**config.mk**
```make
export PLATFORM = sky130hd
export DESIGN_NAME = rtc_pi_top
export DESIGN_NICKNAME = d
export VERILOG_FILES = /design/src/rtl/rtc_pi_pkg.sv /design/src/rtl/rtc_pi_prescale.sv /design/src/rtl/rtc_pi_chain.sv /design/src/rtl/rtc_pi_flags.sv /design/src/rtl/rtc_pi_top.sv
export SDC_FILE = /design/constraint.sdc
export NUM_CORES = 1
export LEC_CHECK = 0
export CAP_MARGIN = 10
export CELL_PAD_IN_SITES_DETAIL_PLACEMENT = 1
export CELL_PAD_IN_SITES_GLOBAL_PLACEMENT = 1
export CORE_ASPECT_RATIO = 1.5
export CORE_MARGIN = 1.5
export CORE_UTILIZATION = 38
export CTS_CLUSTER_DIAMETER = 60
export CTS_CLUSTER_SIZE = 12
export DETAILED_ROUTE_END_ITERATION = 10
export HOLD_SLACK_MARGIN = 0.05
export PLACE_DENSITY = 0.81
export SYNTH_ARGS = -nofsm -noshare
export SYNTH_HDL_FRONTEND = slang
export SYNTH_SLANG_ARGS = --single-unit
```
**constraint.sdc**
```tcl
create_clock -name clk -period 2.5 [get_ports clk]
set_clock_uncertainty 0.05 [all_clocks]
set_input_delay 0.5 -clock clk [delete_from_list [all_inputs] [get_ports clk]]
set_output_delay 0.5 -clock clk [all_outputs]
set_load 0.05 [all_outputs]
```
**src/rtl/rtc_pi_pkg.sv**
```systemverilog
package rtc_pi_pkg;
  localparam int RATE_W = 4;
  localparam int DATA_W = 8;
  localparam int ADDR_W = 2;

  typedef enum logic [ADDR_W-1:0] {
    REG_FREQ = 2'd0,
    REG_CTRL = 2'd1,
    REG_FLAG = 2'd2,
    REG_NONE = 2'd3
  } reg_addr_e;

  typedef enum logic [2:0] {
    REF_FAST  = 3'd0,
    REF_MID   = 3'd1,
    REF_SLOW  = 3'd2,
    REF_TST3  = 3'd3,
    REF_TST4  = 3'd4,
    REF_TST5  = 3'd5,
    REF_HOLDA = 3'd6,
    REF_HOLDB = 3'd7
  } ref_sel_e;

  typedef struct packed {
    logic per_en;
    logic alm_en;
    logic upd_en;
    logic sq_en;
  } ctrl_t;
endpackage

```
**src/rtl/rtc_pi_prescale.sv**
```systemverilog
module rtc_pi_prescale
  import rtc_pi_pkg::*;
#(
  parameter int FAST_DIV = 128,
  parameter int MID_DIV  = 32
) (
  input  logic     clk,
  input  logic     rst_n,
  input  logic     ref_tick,
  input  ref_sel_e sel,
  output logic     base_tick,
  output logic     hold
);
  localparam int CNT_W = $clog2(FAST_DIV);

  logic [CNT_W-1:0] cnt_q, cnt_d, lim;
  logic             run;

  always_comb begin
    case (sel)
      REF_FAST: lim = CNT_W'(FAST_DIV - 1);
      REF_MID:  lim = CNT_W'(MID_DIV - 1);
      default:  lim = '0;
    endcase
  end

  assign run       = (sel == REF_FAST) || (sel == REF_MID) || (sel == REF_SLOW);
  assign hold      = (sel == REF_HOLDA) || (sel == REF_HOLDB);
  assign base_tick = run && ref_tick && (cnt_q >= lim);

  always_comb begin
    cnt_d = cnt_q;
    if (hold)
      cnt_d = '0;
    else if (run && ref_tick)
      cnt_d = (cnt_q >= lim) ? '0 : cnt_q + 1'b1;
  end

  always_ff @(posedge clk or negedge rst_n) begin
    if (!rst_n) cnt_q <= '0;
    else        cnt_q <= cnt_d;
  end

  a_r2_base_needs_ref: assert property (@(posedge clk) disable iff (!rst_n)
    base_tick |-> ref_tick);
  a_r4_hold_no_base: assert property (@(posedge clk) disable iff (!rst_n)
    hold |-> !base_tick);
endmodule

```
**src/rtl/rtc_pi_chain.sv**
```systemverilog
module rtc_pi_chain
  import rtc_pi_pkg::*;
#(
  parameter int RW = RATE_W
) (
  input  logic          clk,
  input  logic          rst_n,
  input  logic          base_tick,
  input  logic          hold,
  input  logic [RW-1:0] rate,
  output logic          tap_evt,
  output logic          sq_q
);
  localparam int NCODE   = 1 << RW;
  localparam int CHAIN_W = NCODE - 2;

  logic [CHAIN_W-1:0] cnt_q, cnt_d;
  logic [NCODE-1:0]   tap_hit;
  logic               sq_d;

  assign tap_hit[0] = 1'b0;
  assign tap_hit[1] = 1'b1;
  for (genvar k = 2; k < NCODE; k++) begin : g_tap
    assign tap_hit[k] = &cnt_q[k-2:0];
  end

  assign tap_evt = base_tick && (rate != '0) && tap_hit[rate];

  always_comb begin
    cnt_d = cnt_q;
    sq_d  = sq_q;
    if (hold) begin
      cnt_d = '0;
      sq_d  = 1'b0;
    end else begin
      if (base_tick) cnt_d = cnt_q + 1'b1;
      if (tap_evt)   sq_d  = ~sq_q;
    end
  end

  always_ff @(posedge clk or negedge rst_n) begin
    if (!rst_n) begin
      cnt_q <= '0;
      sq_q  <= 1'b0;
    end else begin
      cnt_q <= cnt_d;
      sq_q  <= sq_d;
    end
  end

  a_r3_evt_needs_base: assert property (@(posedge clk) disable iff (!rst_n)
    tap_evt |-> base_tick);
  a_r3_code0_silent: assert property (@(posedge clk) disable iff (!rst_n)
    (rate == '0) |-> !tap_evt);
  a_r6_sq_moves_on_evt: assert property (@(posedge clk) disable iff (!rst_n)
    (!hold && !tap_evt) |=> $stable(sq_q));
endmodule

```
**src/rtl/rtc_pi_flags.sv**
```systemverilog
module rtc_pi_flags
  import rtc_pi_pkg::*;
(
  input  logic       clk,
  input  logic       rst_n,
  input  logic       per_evt,
  input  logic       alarm_evt,
  input  logic       update_evt,
  input  logic       rd_clr,
  input  ctrl_t      en,
  output logic [2:0] flags_q,
  output logic       any
);
  logic [2:0] flags_d, set_v;

  assign set_v   = {per_evt, alarm_evt, update_evt};
  assign flags_d = (rd_clr ? 3'b000 : flags_q) | set_v;
  assign any     = |(flags_q & {en.per_en, en.alm_en, en.upd_en});

  always_ff @(posedge clk or negedge rst_n) begin
    if (!rst_n) flags_q <= '0;
    else        flags_q <= flags_d;
  end

  a_r9_read_clears: assert property (@(posedge clk) disable iff (!rst_n)
    (rd_clr && !per_evt && !alarm_evt && !update_evt) |=> (flags_q == 3'b000));
  a_r9_keep_on_read: assert property (@(posedge clk) disable iff (!rst_n)
    (rd_clr && update_evt) |=> flags_q[0]);
  a_r7_alarm_sets: assert property (@(posedge clk) disable iff (!rst_n)
    alarm_evt |=> flags_q[1]);
endmodule

```
**src/rtl/rtc_pi_top.sv**
```systemverilog
module rtc_pi_top
  import rtc_pi_pkg::*;
#(
  parameter int FAST_DIV = 128,
  parameter int MID_DIV  = 32
) (
  input  logic              clk,
  input  logic              rst_n,
  input  logic              ref_tick,
  input  logic              wr_en,
  input  logic              rd_en,
  input  logic [ADDR_W-1:0] addr,
  input  logic [DATA_W-1:0] wdata,
  output logic [DATA_W-1:0] rdata,
  input  logic              alarm_evt,
  input  logic              update_evt,
  output logic              irq,
  output logic              sqw
);
  ref_sel_e          sel_q, sel_d;
  logic [RATE_W-1:0] rate_q, rate_d;
  ctrl_t             ctrl_q, ctrl_d;

  logic       base_tick, hold, tap_evt, sq_q, any, rd_clr;
  logic [2:0] flags_q;

  always_comb begin
    sel_d  = sel_q;
    rate_d = rate_q;
    ctrl_d = ctrl_q;
    if (wr_en) begin
      case (reg_addr_e'(addr))
        REG_FREQ: begin
          sel_d  = ref_sel_e'(wdata[6:4]);
          rate_d = wdata[RATE_W-1:0];
        end
        REG_CTRL: ctrl_d = '{per_en: wdata[6], alm_en: wdata[5],
                             upd_en: wdata[4], sq_en: wdata[3]};
        default: ;
      endcase
    end
  end

  always_ff @(posedge clk or negedge rst_n) begin
    if (!rst_n) begin
      sel_q  <= REF_HOLDA;
      rate_q <= '0;
      ctrl_q <= '0;
    end else begin
      sel_q  <= sel_d;
      rate_q <= rate_d;
      ctrl_q <= ctrl_d;
    end
  end

  rtc_pi_prescale #(.FAST_DIV(FAST_DIV), .MID_DIV(MID_DIV)) u_pre (
    .clk(clk), .rst_n(rst_n), .ref_tick(ref_tick), .sel(sel_q),
    .base_tick(base_tick), .hold(hold)
  );

  rtc_pi_chain #(.RW(RATE_W)) u_chain (
    .clk(clk), .rst_n(rst_n), .base_tick(base_tick), .hold(hold),
    .rate(rate_q), .tap_evt(tap_evt), .sq_q(sq_q)
  );

  assign rd_clr = rd_en && (reg_addr_e'(addr) == REG_FLAG);

  rtc_pi_flags u_flags (
    .clk(clk), .rst_n(rst_n), .per_evt(tap_evt), .alarm_evt(alarm_evt),
    .update_evt(update_evt), .rd_clr(rd_clr), .en(ctrl_q),
    .flags_q(flags_q), .any(any)
  );

  always_comb begin
    rdata = '0;
    if (rd_en) begin
      case (reg_addr_e'(addr))
        REG_FREQ: rdata = {1'b0, sel_q, rate_q};
        REG_CTRL: rdata = {1'b0, ctrl_q.per_en, ctrl_q.alm_en, ctrl_q.upd_en,
                           ctrl_q.sq_en, 3'b000};
        REG_FLAG: rdata = {any, flags_q, 4'b0000};
        default:  rdata = '0;
      endcase
    end
  end

  assign irq = any;
  assign sqw = sq_q && ctrl_q.sq_en && (rate_q != '0);

  a_r8_irq_needs_enable: assert property (@(posedge clk) disable iff (!rst_n)
    irq |-> (ctrl_q.per_en || ctrl_q.alm_en || ctrl_q.upd_en));
  a_r6_sqw_gated: assert property (@(posedge clk) disable iff (!rst_n)
    !ctrl_q.sq_en |-> !sqw);
  a_r4_hold_quiet: assert property (@(posedge clk) disable iff (!rst_n)
    ((sel_q == REF_HOLDA) || (sel_q == REF_HOLDB)) |=> !sq_q);
endmodule

```
==> results by group, run 1 <==
Hold path
  • Hold Crit Class: register to register
  • Hold_sp: u_chain.sq_q
  • Hold path depth: 1
  • Hold path endpoint: u_chain.sq_q

Critical path
  • Reg2Reg Setup Slack: 80 ps
  • Startpoint types: register
  • Crit end category: register
  • Required @ worst endpoint: around 2600 ps
  • CP Class: register to register
  • R2R Path Start: sel_q[2]
  • Crit path DAT: approximately 2600 ps
  • Worst R2R End: u_chain.cnt_q[5]
  • Max Fanout on Critical Path: 5
  • Reg2Reg Depth: 10
  • Crit path from: sel_q[2]

Place
  • Post-detail-place hpwl: about 4100 um
  • Dpl cell area: around 2700 um^2
  • # port buffers: 25
  • Routability cong.: 0.7701

Timing
  • Period utilization: 0.9690
  • Slew @ Worst Pin: about 500 ps
  • Slew HR: 0.6677
  • Max-slew violations: 0
  • Tmin final: 2422 ps
  • # setup viols final: 0
  • Fmax achieved: between 0.4 and 0.5 GHz
  • Final hold vios: 0

Yosys
  • Register bit total from synthesis: 36
  • Sequential area share after synthesis: 0.4222
  • Yosys cell types: between 40 and 50
  • Syn avg cell area: 9.425 um^2
  • Synth Flop Type: dfrtp_1
  • Syn Nets: 252
  • Gate Count Post-Synth: 227
  • Post-synthesis async set-or-reset flop share: 1.000
  • Warnings, synthesis: 0
  • Number of synthesized flops with an enable pin: 0
  • Synth Cell Area: 2140 um^2

Drt
  • WL/cell: 17.41 um
  • ANT nets after route: 0
  • DR vias: 1848
  • DR pass1 iterations: 4
  • Remaining DRCs: 0
  • Iter 0 DRT Violations: 98
  • WL final: 5919 um
  • Vias per cell: 5.435

Global route
  • First-pass GRT wire length: 9922 um
  • Initial antenna violation count: 0
  • Met3 global-route usage: 0.03099
  • Met1 Usage GRT: 0.2321
  • Largest net degree at the start of global routing: 37
  • Vias in the first global route: 2007
  • Gr busiest metal: met2
  • Grt met2 use: 0.4097
  • Gr usage total: 0.2096
  • Gr ovfl total: 0

Final layout
  • Finished layout cell area: 2831 um^2
  • # diodes: 0
  • Util after Layout: 0.5195
  • Fillers: 632
  • Layout Nets: 294
  • Area delta synth->final: 32.34%
  • Layout cells sized above 1: 0.2333

CTS
  • Clk slew on worst S/H paths: 80 ps
  • CTS Buf Count: 5
  • H-tree levels: 2
  • Clock latency at the later pin of the worst-skew pair: 300 ps
  • Clock sink total: 36
  • CTS tree: built
  • Clock Path Buffers: 2
  • CTS root buf: clkbuf_8

Power and ir drop
  • Leakage: approximately 1.3 nW
  • Power Density: between 600 and 700 nW/um^2
  • Total power: 1.837 mW
  • Peak VDD IR: 0.4069 mV

Flow run
  • MaxCap Viol Count: 0

Floorplanning
  • Starting Density: 0.3926
  • I/O Pins: 27
  • Placement Rows: 33
  • Die Y: 94.90 um
  • Die ar.: 6099 um^2
  • Core area: 5450 um^2
  • DIE WIDTH: 64.27 um

Run status
  • Status: complete, no violations
==> cell families after synthesis <==
logic type,Yosys count,share of synthesized area
AND/OR/NAND/NOR,103,0.2544
XOR/XNOR,11,0.04503
buffers and inverters,16,0.03216
AO/OA/AOI/OAI,38,0.1234
adder cells (fa/ha/maj),8,0.04679
flip-flops,36,0.4222
multiplexers,15,0.07603
==> synthesized netlist by cell type (5+ instances only) <==
cell type,number,share of area
a21oi_1,10,0.023
and2_1,7,0.020
and3_1,7,0.020
clkbuf_1,6,0.011
dfrtp_1,34,0.40
ha_1,8,0.047
inv_1,7,0.012
mux2_2,10,0.053
mux2i_1,5,0.023
nand2_1,31,0.054
nand3_1,7,0.016
nor2_1,20,0.035
o21ai_0,12,0.028
xnor2_1,8,0.033
==> timing repair <==
action / in CTS / in global routing
setup endpoints to repair: 1 / 10
resized for setup: 0 / 13
setup buffers: 0 / 1
hold buffers: 0 / 0
gates cloned: 1 / 0
pin swaps: 2 / 8
==> per-stage QoR <==
stage,setup WS [ps],hold WS [ps],std cells,setup TNS [ps]
final,77.50,453.4,340,0
after global routing,-26.08,473.7,340,-38.10
after CTS,7.009,451.6,339,0
after detailed placement,-32.98,439.8,330,-35.35
after global placement,47.22,418.9,330,0
after floorplan,181.6,154.4,227,0
==> how the worst max path moves through the flow <==
stage,endpoint,depth (start not counted)
2_1_floorplan,u_chain.cnt_q[12],9
3_3_place_gp,u_chain.cnt_q[12],9
3_5_place_dp,u_chain.cnt_q[12],9
4_1_cts,rdata[6],6
5_1_grt,u_chain.cnt_q[5],10
6_report,u_chain.cnt_q[5],10
==> layer usage <==
layer  up-vias  share of wire
li1        893              -
met1       928           0.40
met2        20           0.58
met3         7          0.015
met4         0          0.012
met5         -              0
==> critical path, cell delays in order, from the launching register on <==
cell and delay, ps:
dfstp_2 370, or3_4 400, ha_1 300, nand2_2 70, a2111oi_4 330, buf_4 180
a22oi_2 90, buf_4 170, nor3_4 170, xnor2_1 140, nor2_1 60
==> sequential cells by signal (all words and copies together) (netlist names) <==
signal / cells
u_chain.cnt_q: 14
u_pre.cnt_q: 7
ctrl_q: 4
rate_q: 4
sel_q: 3
u_flags.flags_q: 3
u_chain.sq_q: 1
==> area by class of cell <==
type,instances,area [um^2],area share
multi-input combinational,176,1235,0.4361
sequential,36,903.4,0.3190
clock inverter,2,10.01,0.003535
inverter,7,26.28,0.009280
tap,70,87.58,0.03093
clock buffer,6,82.58,0.02916
timing repair buffer,43,486.7,0.1719
==> cell usage in the layout, fill, tap and decap left out, types with 2 or more instances in the layout <==
| cell | netlist | final |
|---|---|---|
| a21o_1 | 4 | 4 |
| a21oi_1 | 10 | 10 |
| a22oi_2 | 1 | 2 |
| and2_1 | 7 | 7 |
| and3_1 | 7 | 7 |
| buf_12 | 0 | 9 |
| buf_4 | 0 | 16 |
| clkbuf_8 | 0 | 6 |
| clkdlybuf4s50_1 | 0 | 15 |
| clkinv_2 | 0 | 2 |
| dfrtp_1 | 34 | 34 |
| dfstp_2 | 2 | 2 |
| dlymetal6s2s_1 | 0 | 2 |
| ha_1 | 8 | 7 |
| inv_1 | 7 | 7 |
| mux2_2 | 10 | 10 |
| mux2i_1 | 5 | 5 |
| nand2_1 | 31 | 30 |
| nand3_1 | 7 | 7 |
| nand3b_1 | 4 | 4 |
| nand4_1 | 3 | 3 |
| nor2_1 | 20 | 20 |
| nor2b_1 | 3 | 2 |
| nor3_1 | 4 | 4 |
| nor3_4 | 0 | 2 |
| nor4_1 | 4 | 3 |
| nor4_4 | 1 | 2 |
| o21ai_0 | 12 | 11 |
| o31ai_1 | 2 | 2 |
| or2_2 | 2 | 2 |
| or3_1 | 3 | 2 |
| xnor2_1 | 8 | 8 |
| xor2_1 | 3 | 3 |
==> power breakdown <==
part | leakage (nW) | switching [mW] | internal, mW | total [mW]
clock | 0.0510 | 0.213 | 0.220 | 0.433
sequential | 0.464 | 0.0946 | 0.672 | 0.766
combinational | 0.774 | 0.350 | 0.287 | 0.637
total | 1.29 | 0.658 | 1.18 | 1.84
(Power assumes the default switching activity.)
==> run 2, diff against run 1 <==
Settings changed: CORE_UTILIZATION 38 to 39, SYNTH_HIERARCHICAL set to 1.
==> run 2 against run 1 <==
  * The run now ends with negative setup slack left
  * Sequential power fell by 5.0%
  * Highest routed layer unchanged
  * Critical path depth did not move
  * Critical path type unchanged
  * Die area rose by 3.7%
  * Flip-flop and latch count did not move
  * Global-route usage fell by 0.99 points
  * Non-clock buffer count rose by 16
==> results by group, run 2 <==
Place
  • Post-detail-place hpwl: 4345 um (+5.8%)
  • # port buffers: 25 (unchanged)
  • Routability cong.: 0.8225 (+6.8%)
  • Dpl cell area: 2843 um^2 (+6.9%)
  • Worst slack, placed: -262.3 ps (-229.4 ps)

CTS
  • H-tree levels: 2 (unchanged)
  • Clk slew on worst S/H paths: 70 ps (about the same)
  • CTS root buf: clkbuf_8
  • Clock sink total: 36 (unchanged)
  • CTS tree: built
  • Clock Path Buffers: 2 (unchanged)
  • Clock latency at the later pin of the worst-skew pair: 290 ps (about the same)
  • CTS Buf Count: 5 (unchanged)

Final layout
  • Area delta synth->final: 33.53%
  • # diodes: 0 (unchanged)
  • Commonest non-fill, non-tap cell in the layout: dfrtp_1
  • Finished layout cell area: 3044 um^2 (+7.5%)
  • Top flop regs: u_chain/cnt_q x14, u_pre/cnt_q x7
  • Most frequent cells in the layout: 34 x dfrtp_1, 32 x buf_4, 23 x nand2_1, 19 x nor2_1, 17 x clkdlybuf4s50_1
  • Util after Layout: 0.5502 (+0.03069)
  • Top reg by flops: u_chain/cnt_q
  • Layout cells sized above 1: 0.3088 (+0.07544)
  • Layout Nets: 309 (+5.1%)
  • Max FFs per register: 14 (unchanged)

Timing
  • Max-slew violations: 0 (unchanged)
  • Tmin final: 2713 ps (+290.3 ps)
  • Hold_ws: 489.8 ps (+36.39 ps)
  • Final hold vios: 0 (unchanged)
  • RSZ-0062 raised after global routing: true
  • # setup viols final: 8 (+8)
  • Slew HR: 0.6362 (-0.03141)
  • Period utilization: 1.085 (+0.1161)
  • Fmax achieved: 0.3686 GHz (-11%)
  • Slew @ Worst Pin: 543.1 ps (+45.40 ps)
  • Setup ws final: -212.8 ps (-290.3 ps)

Yosys
  • Synth top area share: 0.3732 (-0.02444)
  • Post-synthesis compound-gate area fraction: 0.1663 (+0.04291)
  • Synth area leaders: dfrtp_1 37%, mux2_4 5.3%, ha_1 4.4%, nand2_1 4.1%, mux2i_1 4.0%
  • Dominant cell type by area after synthesis: dfrtp_1
  • Warnings, synthesis: 6 (+6)
  • Register bit total from synthesis: 36 (unchanged)
  • Simple-gate share of the synthesized area: 0.2053 (-0.04912)
  • Synth cell count leaders: 34 x dfrtp_1, 25 x nand2_1, 20 x nor2_1
  • Sequential area share after synthesis: 0.3963 (-0.02595)
  • Synth Cell Area: 2280 um^2 (+6.5%)
  • Gate Count Post-Synth: 227 (unchanged)
  • Count leader, synth: dfrtp_1
  • Syn Nets: 252 (unchanged)
  • Adder-cell share of the synthesized area: 0.04391 (-0.002876)
  • Largest family of logic cells by synthesized area: simple AND/OR/NAND/NOR gates
  • Post-synthesis async set-or-reset flop share: 1.000 (unchanged)
  • Mux contribution to synthesized area: 0.1120 (+0.03594)
  • Number of synthesized flops with an enable pin: 0 (unchanged)
  • Post-Synth XOR/XNOR Area: 0.03074 (-0.01429)
  • Yosys cell types: 55 (+22%)
  • Synth Flop Type: dfrtp_1
  • Syn avg cell area: 10.04 um^2 (+6.5%)

Run status
  • Violated checks: negative setup slack
  • Status: finished with violations

Floorplanning
  • DIE WIDTH: 65.43 um (+1.8%)
  • Core area: 5533 um^2 (+1.5%)
  • Die ar.: 6323 um^2 (+3.7%)
  • Placement Rows: 33 (unchanged)
  • I/O Pins: 27 (unchanged)
  • Starting Density: 0.4120 (+0.01947)
  • Die Y: 96.64 um (+1.8%)

Critical path
  • Crit end category: register
  • Worst R2R End: u_chain/sq_q
  • Crit-path cells: or3_4 -> ha_4 -> o211ai_4 -> o21ai_2 -> and2_4 -> o41ai_2 -> a31oi_1 -> o221a_2 -> o311a_4 -> mux2_4
  • Reg2Reg Depth: 10 (unchanged)
  • R2R Path Start: sel_q[2]
  • Max Fanout on Critical Path: 4 (-1)
  • Crit path DAT: 2830 ps (+270 ps)
  • Reg2Reg Setup Slack: -210 ps (-290 ps)
  • Critical Path Slowest Stage Cell: or3_4
  • CP peak stage delay: 420 ps (+20 ps)
  • CP Class: register to register
  • Startpoint types: register
  • Required @ worst endpoint: 2620 ps (about the same)

Global route
  • First-pass GRT wire length: 9887 um (-0.35%)
  • Initial antenna violation count: 0 (unchanged)
  • Gr usage total: 0.1997 (-0.009898)
  • Gr ovfl total: 0 (unchanged)
  • Vias in the first global route: 2127 (+6.0%)
  • Largest net degree at the start of global routing: 37 (unchanged)

Power and ir drop
  • Power Density: 654.2 nW/um^2 (+0.85%)
  • Sequential share of power: 0.366 (-0.051)
  • P_sw: 0.6971 mW (+6.0%)
  • Logic gate share of total power: 0.419 (+0.072)
  • Leakage: 1.325 nW (+2.8%)
  • Peak VDD IR: 0.3252 mV (-20%)
  • Clock power frac: 0.216 (-0.020)
  • Net Sw Frac: 0.3500 (-0.008102)
  • Pint: 1.294 mW (+9.8%)

Drt
  • DR vias: 1988 (+7.6%)
  • ANT nets after route: 0 (unchanged)
  • DR pass1 iterations: 4 (unchanged)
  • Remaining DRCs: 0 (unchanged)
  • M1 WL: 2403 um (+2.5%)
  • WL/cell: 17.18 um (-1.3%)
  • WL met3: 177 um (+97%)
  • Vias per cell: 5.600 (+3.0%)
  • Iter 0 DRT Violations: 70 (-29%)
  • Max Used Layer: met4
  • Met2 wire length: 3404 um (-0.29%)
  • WL final: 6099 um (+3.0%)

Hold path
  • Hold Crit Class: register to register
  • Hold path depth: 1 (unchanged)
  • Hold path endpoint: u_flags/flags_q[2]
  • Hold_sp: u_flags/flags_q[2]

Flow run
  • MaxCap Viol Count: 0 (unchanged)
## run 2: how the worst max path moves through the flow
stage          startpoint  slack, ps                 to  cells after the start
6_report         sel_q[2]       -210       u_chain/sq_q                     10
5_1_grt          sel_q[2]       -290   u_chain/cnt_q[7]                     12
4_1_cts          sel_q[1]       -130  u_chain/cnt_q[13]                     12
3_5_place_dp     sel_q[2]       -260       u_chain/sq_q                     10
3_3_place_gp     sel_q[2]       -200  u_chain/cnt_q[13]                     11
2_1_floorplan    sel_q[1]       -270       u_chain/sq_q                     12
## run 2: repair_timing
item / 4_1_cts / 5_1_grt
setup buffers: 3 / 4
resized for setup: 6 / 5
pin swaps: 1 / 2
hold buffers: 0 / 0
cloned: 0 / 0
endpoints found under the setup margin: 10 / 10
## run 2: through the flow
step           power [mW]  std cells  TNS (ps)
2_1_floorplan       1.172        227     -1413
3_3_place_gp        1.449        340    -837.3
3_5_place_dp        1.482        340     -1534
4_1_cts             1.961        351    -694.1
5_1_grt             2.105        355     -2236
6_report            1.992        355     -1025
## run 2: layout make-up
class                   instances  area (um^2)
fillers                       621         2489
multi-input cells             174         1340
flip-flops and latches         36        903.4
repair buffers                 59        593.1
clock buffers                   8        90.09
well taps                      70        87.58
inverters                       8        30.03
## run 2: cells by family (layout without fill, tap and decap cells)
kind of cell | count (synthesis) | in the layout
XOR/XNOR | 8 | 8
AND/OR/NAND/NOR | 89 | 89
multiplexers | 21 | 21
adder cells (fa/ha/maj) | 8 | 8
AO/OA/AOI/OAI | 48 | 48
buffers and inverters | 17 | 75
flip-flops | 36 | 36
## run 2: power groups by stage
stage / registers, mW / clock network, mW / logic [mW]
6_report: 0.728 / 0.429 / 0.834
5_1_grt: 0.737 / 0.469 / 0.900
4_1_cts: 0.725 / 0.444 / 0.792
3_5_place_dp: 0.733 / 0 / 0.749
3_3_place_gp: 0.727 / 0 / 0.722
2_1_floorplan: 0.752 / 0 / 0.420
## run 2: critical path: cells and delay by family (launching register included)
kind / cells / cell delay (ps)
mux: 1 / 290
flops: 1 / 400
simple gates: 2 / 630
compound gates: 6 / 920
fa+ha+maj: 1 / 300
## run 2: routing by layer
layer  up-vias  track usage
met4         0      0.07372
met1      1011       0.2260
li1        930            -
met5         -            0
met3        10      0.03837
met2        37       0.3603
